## config.mk

```make
export PLATFORM = sky130hd
export DESIGN_NAME = extbus_cycle_gen
export DESIGN_NICKNAME = d
export VERILOG_FILES = /design/src/rtl/extbus_cycle_gen.sv
export SDC_FILE = /design/constraint.sdc
export NUM_CORES = 1
export LEC_CHECK = 0
export ABC_AREA = 1
export BUFFER_PORTS_ARGS = -buffer_cell sky130_fd_sc_hd__buf_2
export CAP_MARGIN = 25
export CORE_UTILIZATION = 53
export CTS_BUF_LIST = sky130_fd_sc_hd__clkbuf_16
export CTS_CLUSTER_DIAMETER = 200
export CTS_CLUSTER_SIZE = 20
export DETAILED_ROUTE_END_ITERATION = 8
export GPL_TIMING_DRIVEN = 0
export PLACE_DENSITY = 0.94
export SYNTH_ARGS = -nofsm -noshare
export SYNTH_HDL_FRONTEND = slang
export SYNTH_SLANG_ARGS = --single-unit
```

## constraint.sdc

```tcl
create_clock -name clk -period 3.4 [get_ports clk]
set_clock_uncertainty 0.05 [all_clocks]
set_input_delay 0.51 -clock clk [delete_from_list [all_inputs] [get_ports clk]]
set_output_delay 0.51 -clock clk [all_outputs]
set_load 0.005 [all_outputs]
```

## src/rtl/extbus_cycle_gen.sv

```systemverilog
module extbus_cycle_gen #(
  parameter int DW = 8,
  parameter int AW = 16
) (
  input  logic          clk,
  input  logic          rst_n,
  input  logic          req,
  input  logic          cyc_data,
  input  logic          cyc_write,
  input  logic [AW-1:0] addr,
  input  logic [DW-1:0] wdata,
  input  logic [DW-1:0] ad_in,
  output logic          ale,
  output logic          psen_n,
  output logic          rd_n,
  output logic          wr_n,
  output logic [DW-1:0] ad_out,
  output logic          ad_oe,
  output logic [AW-DW-1:0] addr_hi,
  output logic [DW-1:0] rdata,
  output logic          done
);
  localparam int CW      = 4;
  localparam int T_ALE   = 2;
  localparam int T_ADR   = 2;
  localparam int T_PSLO  = 3;
  localparam int T_PSHI  = 5;
  localparam int T_FCAP  = T_PSHI;
  localparam int T_FLAST = T_PSHI + 1;
  localparam int T_WDAT  = 4;
  localparam int T_DSLO  = 5;
  localparam int T_DSHI  = 10;
  localparam int T_RCAP  = T_DSLO + 4;
  localparam int T_DLAST = T_DSHI + 1;

  logic          busy;
  logic [CW-1:0] cnt;
  logic          op_data, op_wr;
  logic [AW-1:0] a_q;
  logic [DW-1:0] wd_q;
  logic          last, start, in_ps, in_ds, fcap, rcap;

  assign last  = busy && (cnt == CW'(op_data ? T_DLAST : T_FLAST));
  assign start = req && (!busy || last);
  assign in_ps = busy && !op_data && cnt >= CW'(T_PSLO) && cnt <= CW'(T_PSHI);
  assign in_ds = busy && op_data && cnt >= CW'(T_DSLO) && cnt <= CW'(T_DSHI);
  assign fcap  = busy && !op_data && cnt == CW'(T_FCAP);
  assign rcap  = busy && op_data && !op_wr && cnt == CW'(T_RCAP);

  always_ff @(posedge clk or negedge rst_n) begin
    if (!rst_n) begin
      busy    <= 1'b0;
      cnt     <= '0;
      op_data <= 1'b0;
      op_wr   <= 1'b0;
      a_q     <= '0;
      wd_q    <= '0;
    end else if (start) begin
      busy    <= 1'b1;
      cnt     <= '0;
      op_data <= cyc_data;
      op_wr   <= cyc_data & cyc_write;
      a_q     <= addr;
      wd_q    <= wdata;
    end else if (last) begin
      busy    <= 1'b0;
    end else if (busy) begin
      cnt     <= cnt + 1'b1;
    end
  end

  always_ff @(posedge clk or negedge rst_n) begin
    if (!rst_n)            rdata <= '0;
    else if (fcap || rcap) rdata <= ad_in;
  end

  assign ale     = busy && cnt < CW'(T_ALE);
  assign psen_n  = !in_ps;
  assign rd_n    = !(in_ds && !op_wr);
  assign wr_n    = !(in_ds && op_wr);
  assign ad_oe   = busy && (cnt <= CW'(T_ADR) || (op_wr && cnt >= CW'(T_WDAT)));
  assign ad_out  = (cnt <= CW'(T_ADR)) ? a_q[DW-1:0] : wd_q;
  assign addr_hi = a_q[AW-1:DW];
  assign done    = last;
endmodule


```

# [Yosys cells after proc, flatten, opt, wreduce, memory -nomap -nowiden]
# Index checks and enable logic that the tools add are counted.
[word_totals] latchBits=0 mem_bits_ro=0 ram_bits=0 reg_bits=39 memories=0
[op_classes] n_addsub=1 n_mux=7 n_div=0 eq_ne=4 order_cmp=7 n_reduce_logical=28 shift=0 bitwise_logic=1 n_mul=0
[op_table] cell="$logic_and 1x1->1" count=16
[op_table] cell="$mux 4" count=4
[op_table] cell="$ge 4x3->1 const B" count=2
[op_table] cell="$mux 8" count=1
[op_table] cell="$logic_not 1->1" count=6
[op_table] cell="$add 4x1->4 const B" count=1
[op_table] cell="$eq 4x3->1 const B" count=1
[op_table] cell="$eq 4x4->1" count=1
[op_table] cell="$eq 4x4->1 const B" count=1
[op_table] cell="$ge 4x2->1 const B" count=1
[op_table] cell="$le 4x2->1 const B" count=1
[op_table] cell="$le 4x3->1 const B" count=1
[op_table] cell="$le 4x4->1 const B" count=1
[op_table] cell="$lt 4x2->1 const B" count=1
[op_table] cell="$reduce_bool 2->1" count=2
[op_table] cell="$logic_or 1x1->1" count=3
[op_table] cell="$mux 1" count=2
[op_table] cell="$ne 2x1->1 const B" count=1
[op_table] cell="$reduce_and 2->1" count=1
[op_table] cell="$and 1x1->1" count=1

# [Longest topological paths before layout]
# Gate-level depths: netlist of the first run.
[logic_depth] ltp_word=7 depth_mapped=10 depth_no_buf=9

# [Least setup slack after synthesis of the first run]
# Ideal clock, no wire load.
[synth_timing] path_kind="register -> output" start="register cnt[1]" end="output port rd_n" path_stages_with_launch=8 arrival_time_ns=1.127 required_time_ns=2.840 slack_ns=1.713 path_cell_list="dfrtp_1 inv_1 ha_1 inv_1 nor2_1 o21ai_0 a21oi_1 nand2_1"
[synth_via] elab_chain_len=5
[synth_rtl] element="start: declaration" line="37" text="logic [CW-1:0] cnt;"
[synth_rtl] element="start signal: assignment" line="68" text="cnt <= cnt + 1'b1;"
[synth_rtl] element="$ge 4x3->1" line="46" text="assign in_ds = busy && op_data && cnt >= CW'(T_DSLO) && cnt <= CW'(T_DSHI);"
[synth_rtl] element="$logic_and 1x1->1" line="46"
[synth_rtl] element="$logic_and 1x1->1 (*)" line="46"
[synth_rtl] element="$logic_and 1x1->1 (*)" line="79" text="assign rd_n = !(in_ds && !op_wr);"
[synth_rtl] element="$logic_not 1->1 (*)" line="79"
[synth_rtl] element="end: declaration" line="15" text="output logic rd_n,"
# Mark *: on every way between the ends. The rest lies on a longest branch, timed or not.

# [Final worst setup path of the first run]
# Ends and elaborated chain as after synthesis.

==> reports/results.ini, run 1 <==
[finish]
drive_above_1_share_pct = 32.9
syn2layout_area_growth_pct = 27.1
nNetsFinal = 344
antenna_cells = 0

[floorplan]
num_rows = 21
start_util_pct = 57.0
die_h_um = 62.6
io_pins = 67
die_width_um = 62.6
design.core.area_mm2 = 0.00342
die-area_mm2 = 0.00392

[worst_setup_path]
critical_path_cell_count = 8
r2r_cells = 8
path_class = reg -> out
cp_top_family = flip-flops
critPathLaunchType = register
required_ns = 2.84
crit_top_cell = inv_1
max_stage_delay_ns = 0.44
critPathCaptureType = output port
r2r_end = rdata[3]$_DFFE_PN0P_
cp_slowest_cell = dfrtp_1
r2r_start = cnt[1]$_DFFE_PN0P_
path_buf_inv = 3
cp.arrival_ns = 1.72
r2r_slack_ns = 1.66
cp_max_fo = 6
crit_chain = inv_1, ha_1, inv_1, nor2_1, o21ai_0, a21oi_1, nand2_1, buf_2

[yosys]
synth_top_area_share_pct = 50.1
yosysSeqAreaShare_pct = 50.1
synthMuxAreaShare_pct = 4.63
syn_area_mm2 = 0.00195
synth_top_family_by_area = simple AND/OR/NAND/NOR gates
ys_types = 21
synth_compound_area_share_pct = 5.53
synthTopCellsByCount = nand2_1, dfrtp_1, nand3_1
ys_seq_elements = 39
synth_simple_gate_area_share_pct = 25.4
synth-main-ff-cell = dfrtp_1
synth_area_per_cell_um2 = 8.43
synth_cells = 231
synth_top_area_cell = dfrtp_1
synth_xor_area_share_pct = 0.900
synth_edf_count = 0
synthTopCellsByArea = dfrtp_1, nand2_1, nand3_1
yosysWarnings = 0
syn_nets = 272
synth_fa_ha_area_share_pct = 2.57
synthMostInstantiatedCell = nand2_1
ys_async_sr_fraction_pct = 100

[global_route]
grtUsageTotal_pct = 25.4
grt_pass1_vias = 1720
overflow = 0
grt_max_degree = 40
grt_pass1_wl_um = 7620
antenna_found_initial = 0

[timing]
slew_headroom_pct = 44.4
rsz0062_at_grt = no
tightestPinTransition_ns = 0.833
min_period_ns = 2.28
hold_slack_ns = 0.278
finalSetupViolations = 0
slew_violations = 0
hold_viol_final = 0
finalCritPeriodShare_pct = 67.0
fmax_mhz = 439
final.setup.tns_ns = 0

[clock_network]
cts_root_buffer = clkbuf_16
numCtsBuffers = 5
cts.sinks = 39
insertion_delay_ns = 0.28
clkTransAtPathRegs_ns = 0.06
cts_setup_buffers = 0
cts_buffer_depth = 2
post_cts_resized = 0
cts_tree = built
cts_hold_buffers = 0
h-tree-depth = 2

[power_and_ir_drop]
vdd_drop_max_mv = 0.534
seq_power_share_pct = 34.4
p_leak_nw = 1.40
p_comb_share_pct = 46.9
p_per_area_mw_per_mm2 = 974
finalPower_mw = 2.41
clockPowerShare_pct = 18.6
power.internal_mw = 1.48
swShare_pct = 38.5
p_sw_mw = 0.929

[detailed_routing]
num_vias = 1774
highest_layer = met4
drt-pass1-iter-count = 4
dr_wl_met3_um = 246
postRouteAntennaNets = 0
first_iter_violations = 119
route.detailed.drc = 0
wl_um = 4300
m1WireLength_um = 1820
avgRoutedWirePerCell_um = 12.3
wl_met2_um = 2140
viasPerCell = 5.07

[placed_design]
post-dp-hpwl_um = 3160
io_buffers = 65
gp_congestion = 0.900

[min_path]
hold_class = in -> async

[job]
maxCapViolCount = 0

[status]
status = finished, final reports clean

-- per-layer routing --
| layer | GRT usage (%) | vias to the layer above |
|---|---|---|
| met3 | 5.29 | 10 |
| met4 | 11.6 | 0 |
| li1 | - | 870 |
| met2 | 42.9 | 68 |
| met1 | 31.2 | 826 |
| met5 | 0 | - |
-- power groups by stage --
stage                     Clock (mW)  Sequential (mW)  Combinational (mW)
after floorplan                    0            0.806               0.753
after global placement             0            0.822                1.08
after detailed placement           0            0.835                1.13
after CTS                      0.456            0.830                1.14
after global routing           0.482            0.865                1.28
final                          0.449            0.830                1.13
-- flip-flops by register name, summed over array words and instances, names as in the netlist --
name,count
a_q,16
rdata,8
wd_q,8
cnt,4
busy,1
op_data,1
op_wr,1
-- layout by cell type (no fill, tap or decap), types with 5 or more instances in the layout --
cell / netlist / routed
mux2_2: 8 / 8
nand2_1: 81 / 81
nor2_1: 7 / 7
o21ai_0: 13 / 13
buf_2: 1 / 66
buf_4: 10 / 10
inv_1: 20 / 20
dfrtp_1: 39 / 39
clkbuf_16: 0 / 5
nand3_1: 28 / 28
-- through the flow --
stage	cells	util [%]	cell area [µm²]	setup slack, ns
after floorplan	231	-	1950	1.71
after global placement	342	68.2	2330	1.46
after detailed placement	342	68.2	2330	1.43
after CTS	350	72.5	2470	1.12
after global routing	350	72.5	2470	0.962
final	350	72.5	2470	1.12
-- layout make-up --
class                           count  area (µm²)
Sequential cell                    39         976
Fill cell                         286         941
Multi-Input combinational cell    154         759
Timing Repair Buffer               65         325
Buffer                             17         133
Clock buffer                        5         125
Inverter                           21        78.8
Tap cell                           46        57.6
Clock inverter                      3        20.0
-- kinds of logic after synthesis --
kind of cell,Yosys count
AO/OA/AOI/OAI,20
XOR/XNOR,2
adder cells (fa/ha/maj),4
buffers and inverters,38
flip-flops,39
multiplexers,8
AND/OR/NAND/NOR,120
-- how the worst max path moves through the flow --
stage	startpoint	to	slack [ns]
2_1_floorplan	cnt[1]$_DFFE_PN0P_	rd_n	1.71
3_3_place_gp	cnt[1]$_DFFE_PN0P_	ad_out[3]	1.46
3_5_place_dp	cnt[1]$_DFFE_PN0P_	ad_out[3]	1.43
4_1_cts	cnt[1]$_DFFE_PN0P_	ad_out[3]	1.12
5_1_grt	cnt[1]$_DFFE_PN0P_	rd_n	0.96
6_report	cnt[1]$_DFFE_PN0P_	rd_n	1.12
-- worst reg2reg max path, stage by stage, from the launching register on --
cell     delay [ns]
dfrtp_1        0.44
inv_1          0.14
ha_1           0.16
inv_1          0.07
nor2_1         0.14
nand3_1        0.10
o21ai_2        0.15
buf_2          0.25
o21ai_0        0.11
Power figures use the tool's default switching activity.
==> run 2: changes to the inputs <==
--- a/config.mk
+++ b/config.mk
@@ -8,13 +8,13 @@
 export ABC_AREA = 1
 export BUFFER_PORTS_ARGS = -buffer_cell sky130_fd_sc_hd__buf_2
 export CAP_MARGIN = 25
-export CORE_UTILIZATION = 53
+export CORE_UTILIZATION = 50
 export CTS_BUF_LIST = sky130_fd_sc_hd__clkbuf_16
 export CTS_CLUSTER_DIAMETER = 200
 export CTS_CLUSTER_SIZE = 20
 export DETAILED_ROUTE_END_ITERATION = 8
 export GPL_TIMING_DRIVEN = 0
-export PLACE_DENSITY = 0.94
+export PLACE_DENSITY = 0.9
 export SYNTH_ARGS = -nofsm -noshare
 export SYNTH_HDL_FRONTEND = slang
 export SYNTH_SLANG_ARGS = --single-unit
==> constraint.sdc (replaced) <==
create_clock -name clk -period 2.4 [get_ports clk]
set_clock_uncertainty 0.05 [all_clocks]
set_input_delay 0.36 -clock clk [delete_from_list [all_inputs] [get_ports clk]]
set_output_delay 0.36 -clock clk [all_outputs]
set_load 0.005 [all_outputs]
==> reports/results.ini, run 2 (same netlist as run 1, synthesis figures left out) <==
[finish]
antenna_cells = 0  ; unchanged
syn2layout_area_growth_pct = 27.0
largest_reg_flops = 16  ; unchanged
largestRegisters = a_q (16), rdata (8), wd_q (8)
top_register = a_q
nNetsFinal = 344  ; unchanged
fillers = 340  ; +19%
most-common-layout-cells = nand2_1, buf_2, dfrtp_1
drive_above_1_share_pct = 32.9  ; unchanged
final_common_cell = nand2_1

[timing]
fmax_mhz = 462
final.setup.tns_ns = 0  ; unchanged
hold_viol_final = 0  ; unchanged
finalSetupViolations = 0  ; unchanged
rsz0062_at_grt = no
slew_headroom_pct = 43.9  ; -0.51 points
tightestPinTransition_ns = 0.841  ; +0.00758 ns
finalCritPeriodShare_pct = 90.3
min_period_ns = 2.17
slew_violations = 0  ; unchanged

[worst_setup_path]
critPathCaptureType = output port
r2r_end = rdata[6]$_DFFE_PN0P_
critPathLaunchType = register
required_ns = 1.99  ; -0.85 ns
r2r_cells = 9  ; +1
path_class = reg -> out
cp_max_fo = 6  ; unchanged
cp.arrival_ns = 1.76  ; +0.04 ns
cp_slowest_cell = dfrtp_1
crit_top_cell = o21ai_0
crit_chain = inv_1, ha_1, o21ai_0, o21ai_0, a21oi_1, nand2_1, buf_2
r2r_slack_ns = 0.64  ; -1.02 ns
r2r_start = cnt[1]$_DFFE_PN0P_
max_stage_delay_ns = 0.45  ; about the same

[placed_design]
io_buffers = 65  ; unchanged
post-dp-hpwl_um = 3010  ; -4.7%
gp_congestion = 0.865  ; -3.8%

[floorplan]
die-area_mm2 = 0.00415  ; +5.8%
die_width_um = 64.4  ; +2.9%
io_pins = 67  ; unchanged
start_util_pct = 52.8  ; -4.2 points
die_h_um = 64.4  ; +2.9%
design.core.area_mm2 = 0.00369  ; +8.0%
num_rows = 22  ; +4.8%

[detailed_routing]
drt-pass1-iter-count = 4  ; unchanged
postRouteAntennaNets = 0  ; unchanged
wl_um = 4150  ; -3.5%
first_iter_violations = 148  ; +24%
route.detailed.drc = 0  ; unchanged
avgRoutedWirePerCell_um = 11.8  ; -4.1%
num_vias = 1712  ; -3.5%
viasPerCell = 4.86  ; -4.0%

[clock_network]
post_cts_resized = 0  ; unchanged
numCtsBuffers = 5  ; unchanged
cts.sinks = 39  ; unchanged
cts_tree = built
clkTransAtPathRegs_ns = 0.05  ; about the same
cts_hold_buffers = 0  ; unchanged
h-tree-depth = 2  ; unchanged
insertion_delay_ns = 0.28  ; about the same
cts_setup_buffers = 0  ; unchanged
cts_buffer_depth = 2  ; unchanged
cts_root_buffer = clkbuf_16

[power_and_ir_drop]
p_sw_mw = 1.28  ; +38%
p_leak_nw = 1.40  ; +0.54%
finalPower_mw = 3.38  ; +40%
swShare_pct = 38.0  ; -0.55 points
vdd_drop_max_mv = 0.815  ; +53%
p_per_area_mw_per_mm2 = 1370  ; +40%
power.internal_mw = 2.10  ; +41%
seq_power_share_pct = 34.8  ; +0.4 points
p_comb_share_pct = 46.8  ; about the same
clockPowerShare_pct = 18.3  ; -0.3 points

[status]
status = finished, final reports clean

[global_route]
grt_max_degree = 40  ; unchanged
grt_pass1_wl_um = 7070  ; -7.2%
overflow = 0  ; unchanged
grt_pass1_vias = 1560  ; -9.3%
grtUsageTotal_pct = 22.5  ; -3.0 points
antenna_found_initial = 0  ; unchanged

[min_path]
hold_class = in -> async

[job]
maxCapViolCount = 0  ; unchanged

-- run 2: changes by cell type in the layout (fill, tap and decap cells not counted), sizes merged --
cell,previous run,this run
clkinv,1,3
clkinvlp,2,0
-- run 2: area by class of cell --
class                   instances  area [µm²]  share of cell area [%]
repair buffers                 65         325                    13.2
flip-flops and latches         39         976                    39.5
clock buffers                   5         125                    5.06
plain buffers                  17         133                    5.36
multi-input cells             154         759                    30.7
inverters                      21        78.8                    3.19
clock inverters                 3        15.0                   0.607
well taps                      48        60.1                    2.43
-- run 2: worst max-delay path: cells and delay by family (launching register included) --
family / cells / cell delay, ns
adder cells (fa/ha/maj): 1 / 0.19
AND/OR/NAND/NOR: 1 / 0.07
AO/OA/AOI/OAI: 3 / 0.52
flip-flops: 1 / 0.45
buffers and inverters: 2 / 0.25
-- run 2: routing by layer --
| metal | vias up | share of wire [%] | GRT usage [%] |
|---|---|---|---|
| li1 | 870 | - | - |
| met1 | 770 | 45 | 29.0 |
| met2 | 69 | 48 | 37.4 |
| met3 | 3 | 6.4 | 6.07 |
| met4 | 0 | 0.82 | 5.28 |
| met5 | - | 0 | 0 |
-- run 2: how the worst max path moves through the flow --
stage | from | endpoint | slack, ns | depth (start not counted)
floorplan | cnt[1]$_DFFE_PN0P_ | rd_n | 0.86 | 7
global placement | cnt[1]$_DFFE_PN0P_ | ad_out[0] | 0.60 | 4
detailed placement | cnt[1]$_DFFE_PN0P_ | ad_out[4] | 0.58 | 4
CTS | cnt[1]$_DFFE_PN0P_ | rd_n | 0.26 | 7
global route | cnt[1]$_DFFE_PN0P_ | rd_n | 0.07 | 7
finish | cnt[1]$_DFFE_PN0P_ | rd_n | 0.23 | 7
-- run 2: metrics by stage --
step	hold WS, ns	area (µm²)	util (%)	cells	worst slack [ns]
4_1_cts	0.165	2470	67.0	352	0.259
3_3_place_gp	0.400	2330	63.2	344	0.599
6_report	0.130	2470	67.0	352	0.234
5_1_grt	0.204	2470	67.0	352	0.0691
2_1_floorplan	0.0144	1950	-	231	0.863
3_5_place_dp	0.405	2330	63.2	344	0.579
-- run 2: power groups by stage --
stage	Sequential, mW	Clock, mW	Combinational (mW)
2_1_floorplan	1.14	0	1.07
3_3_place_gp	1.17	0	1.53
3_5_place_dp	1.19	0	1.58
4_1_cts	1.18	0.630	1.59
5_1_grt	1.22	0.665	1.80
6_report	1.18	0.620	1.58
==> run 3: changes to the inputs <==
--- a/config.mk
+++ b/config.mk
@@ -13,6 +13,7 @@
 export CTS_CLUSTER_DIAMETER = 200
 export CTS_CLUSTER_SIZE = 20
 export DETAILED_ROUTE_END_ITERATION = 8
+export GPL_ROUTABILITY_DRIVEN = 0
 export GPL_TIMING_DRIVEN = 0
 export PLACE_DENSITY = 0.9
 export SYNTH_ARGS = -nofsm -noshare
==> constraint.sdc (replaced) <==
create_clock -name clk -period 2.4 [get_ports clk]
set_clock_uncertainty 0.05 [all_clocks]
set_input_delay 0.12 -clock clk [delete_from_list [all_inputs] [get_ports clk]]
set_output_delay 0.12 -clock clk [all_outputs]
set_load 0.005 [all_outputs]
==> reports/results.ini, run 3 (same netlist as run 1, synthesis figures left out) <==
[power_and_ir_drop]
vdd_drop_max_mv = 0.811  ; -0.46%
clockPowerShare_pct = 20.9  ; +2.6 points
swShare_pct = 36.9  ; -1.1 points
p_per_area_mw_per_mm2 = 1390  ; +1.6%
p_sw_mw = 1.29  ; +0.43%
p_leak_nw = 1.42  ; +1.2%
p_comb_share_pct = 45.5  ; -1.3 points
power.internal_mw = 2.20  ; +5.2%
seq_power_share_pct = 33.7  ; -1.1 points

[detailed_routing]
first_iter_violations = 105  ; -29%
avgRoutedWirePerCell_um = 11.9  ; +1.1%
route.detailed.drc = 0  ; unchanged
wl_um = 4220  ; +1.6%
num_vias = 1726  ; +0.82%
postRouteAntennaNets = 0  ; unchanged
viasPerCell = 4.88  ; +0.25%
drt-pass1-iter-count = 6  ; +2

[floorplan]
die_h_um = 64.4  ; unchanged
design.core.area_mm2 = 0.00369  ; unchanged
die_width_um = 64.4  ; unchanged
num_rows = 22  ; unchanged
die-area_mm2 = 0.00415  ; unchanged
io_pins = 67  ; unchanged
start_util_pct = 52.8  ; unchanged

[finish]
antenna_cells = 0  ; unchanged
largestRegisters = a_q (16), rdata (8), wd_q (8)
fin_area_mm2 = 0.00252  ; +1.8%
drive_above_1_share_pct = 32.4  ; -0.54 points
final_util_pct = 68.2  ; +1.2 points
largest_reg_flops = 16  ; unchanged
top_register = a_q
most-common-layout-cells = nand2_1, buf_2, dfrtp_1
nNetsFinal = 346  ; +0.58%
fillers = 328  ; -3.5%
final_common_cell = nand2_1
syn2layout_area_growth_pct = 29.2

[min_path]
hold_class = in -> reg

[timing]
min_period_ns = 1.91  ; -0.257 ns
finalSetupViolations = 0  ; unchanged
slew_violations = 0  ; unchanged
finalCritPeriodShare_pct = 79.6  ; -11 points
final.setup.tns_ns = 0  ; unchanged
fmax_mhz = 524  ; +13%
tightestPinTransition_ns = 0.829  ; -0.0123 ns
rsz0062_at_grt = no
slew_headroom_pct = 44.7  ; +0.82 points
hold_viol_final = 0  ; unchanged

[worst_setup_path]
path_buf_inv = 2  ; unchanged
cp.arrival_ns = 1.74  ; -0.02 ns
cp_slowest_cell = dfrtp_1
r2r_slack_ns = 0.68  ; +0.04 ns
cp_top_family = compound AO/OA/AOI/OAI gates
required_ns = 2.23  ; +0.24 ns
crit_top_cell = o21ai_0
max_stage_delay_ns = 0.41  ; -0.04 ns
cp_max_fo = 6  ; unchanged
path_class = reg -> out
critPathLaunchType = register
crit_chain = inv_1, ha_1, o21ai_0, o21ai_0, a21oi_1, nand2_1, buf_2
critPathCaptureType = output port

[clock_network]
post_cts_resized = 0  ; unchanged
clkTransAtPathRegs_ns = 0.06  ; about the same
cts_tree = built
numCtsBuffers = 5  ; unchanged
insertion_delay_ns = 0.28  ; about the same
h-tree-depth = 2  ; unchanged
cts_setup_buffers = 0  ; unchanged
cts_buffer_depth = 2  ; unchanged
cts_root_buffer = clkbuf_16
cts.sinks = 39  ; unchanged

[global_route]
overflow = 0  ; unchanged
grtUsageTotal_pct = 23.1  ; +0.61 points
antenna_found_initial = 0  ; unchanged
grt_pass1_vias = 1638  ; +5.0%
grt_max_degree = 40  ; unchanged
grt_pass1_wl_um = 7180  ; +1.6%

[placed_design]
io_buffers = 65  ; unchanged
dpl_cell_area_mm2 = 0.00233  ; unchanged
post-dp-hpwl_um = 3040  ; +1.2%

[status]
status = finished, final reports clean

[job]
maxCapViolCount = 0  ; unchanged

==> run 3: changes by cell type in the layout (fill, tap and decap cells not counted), sizes merged <==
cell / before / now
dlygate4sd3: 0 / 2
bufinv: 0 / 1
clkinv: 3 / 2
==> run 3: final cells by class <==
type | instances | area, µm² | share of cell area, %
inverter | 21 | 78.8 | 3.13
clock inverter | 3 | 38.8 | 1.54
clock buffer | 5 | 125 | 4.97
timing repair buffer | 67 | 345 | 13.7
buffer | 17 | 133 | 5.27
tap | 48 | 60.1 | 2.39
sequential | 39 | 976 | 38.8
multi-input combinational | 154 | 759 | 30.2
==> run 3: final timing paths <==
check / from / end / cells past startpoint
max in group asynchronous: rst_n / a_q[13]$_DFFE_PN0P_ / 2
worst max-delay path: cnt[0]$_DFFE_PN0P_ / rd_n / 7
worst min register to register: a_q[5]$_DFFE_PN0P_ / a_q[5]$_DFFE_PN0P_ / 2
worst min-delay path: ad_in[1] / rdata[1]$_DFFE_PN0P_ / 3
min in group asynchronous: rst_n / cnt[1]$_DFFE_PN0P_ / 2
worst max register to register: cnt[1]$_DFFE_PN0P_ / rdata[7]$_DFFE_PN0P_ / 8
==> run 3: power by group through the flow <==
stage	registers (mW)	clock network [mW]	logic, mW
floorplan	1.14	0	1.07
global placement	1.17	0	1.53
detailed placement	1.18	0	1.59
CTS	1.17	0.737	1.60
global route	1.22	0.767	1.81
finish	1.18	0.728	1.59
==> run 3: repair_timing <==
action,4_1_cts,5_1_grt
endpoints found under the hold margin,40,0
setup endpoints to repair,0,0
hold buffers,2,0
==> run 3: worst min-delay path, stage by stage <==
cell	delay, ns
buf_2	0.08
nand2_1	0.04
o21ai_0	0.06
==> run 3: metal layers <==
metal	track usage, %	up-vias	wire, µm
met2	37.5	60	2020
met4	9.17	0	87
met1	28.4	782	1830
met3	7.14	10	279
li1	-	874	-
met5	0	-	0
==> run 3: metrics by stage <==
step / power [mW] / worst slack [ns] / hold WS [ns] / instances
final: 3.49 / 0.491 / 0.00643 / 354
after global routing: 3.79 / 0.305 / 0.0137 / 354
after CTS: 3.52 / 0.507 / 0.00740 / 354
after detailed placement: 2.77 / 0.704 / 0.219 / 344
after global placement: 2.69 / 0.753 / 0.220 / 344
after floorplan: 2.21 / 0.934 / -0.226 / 231
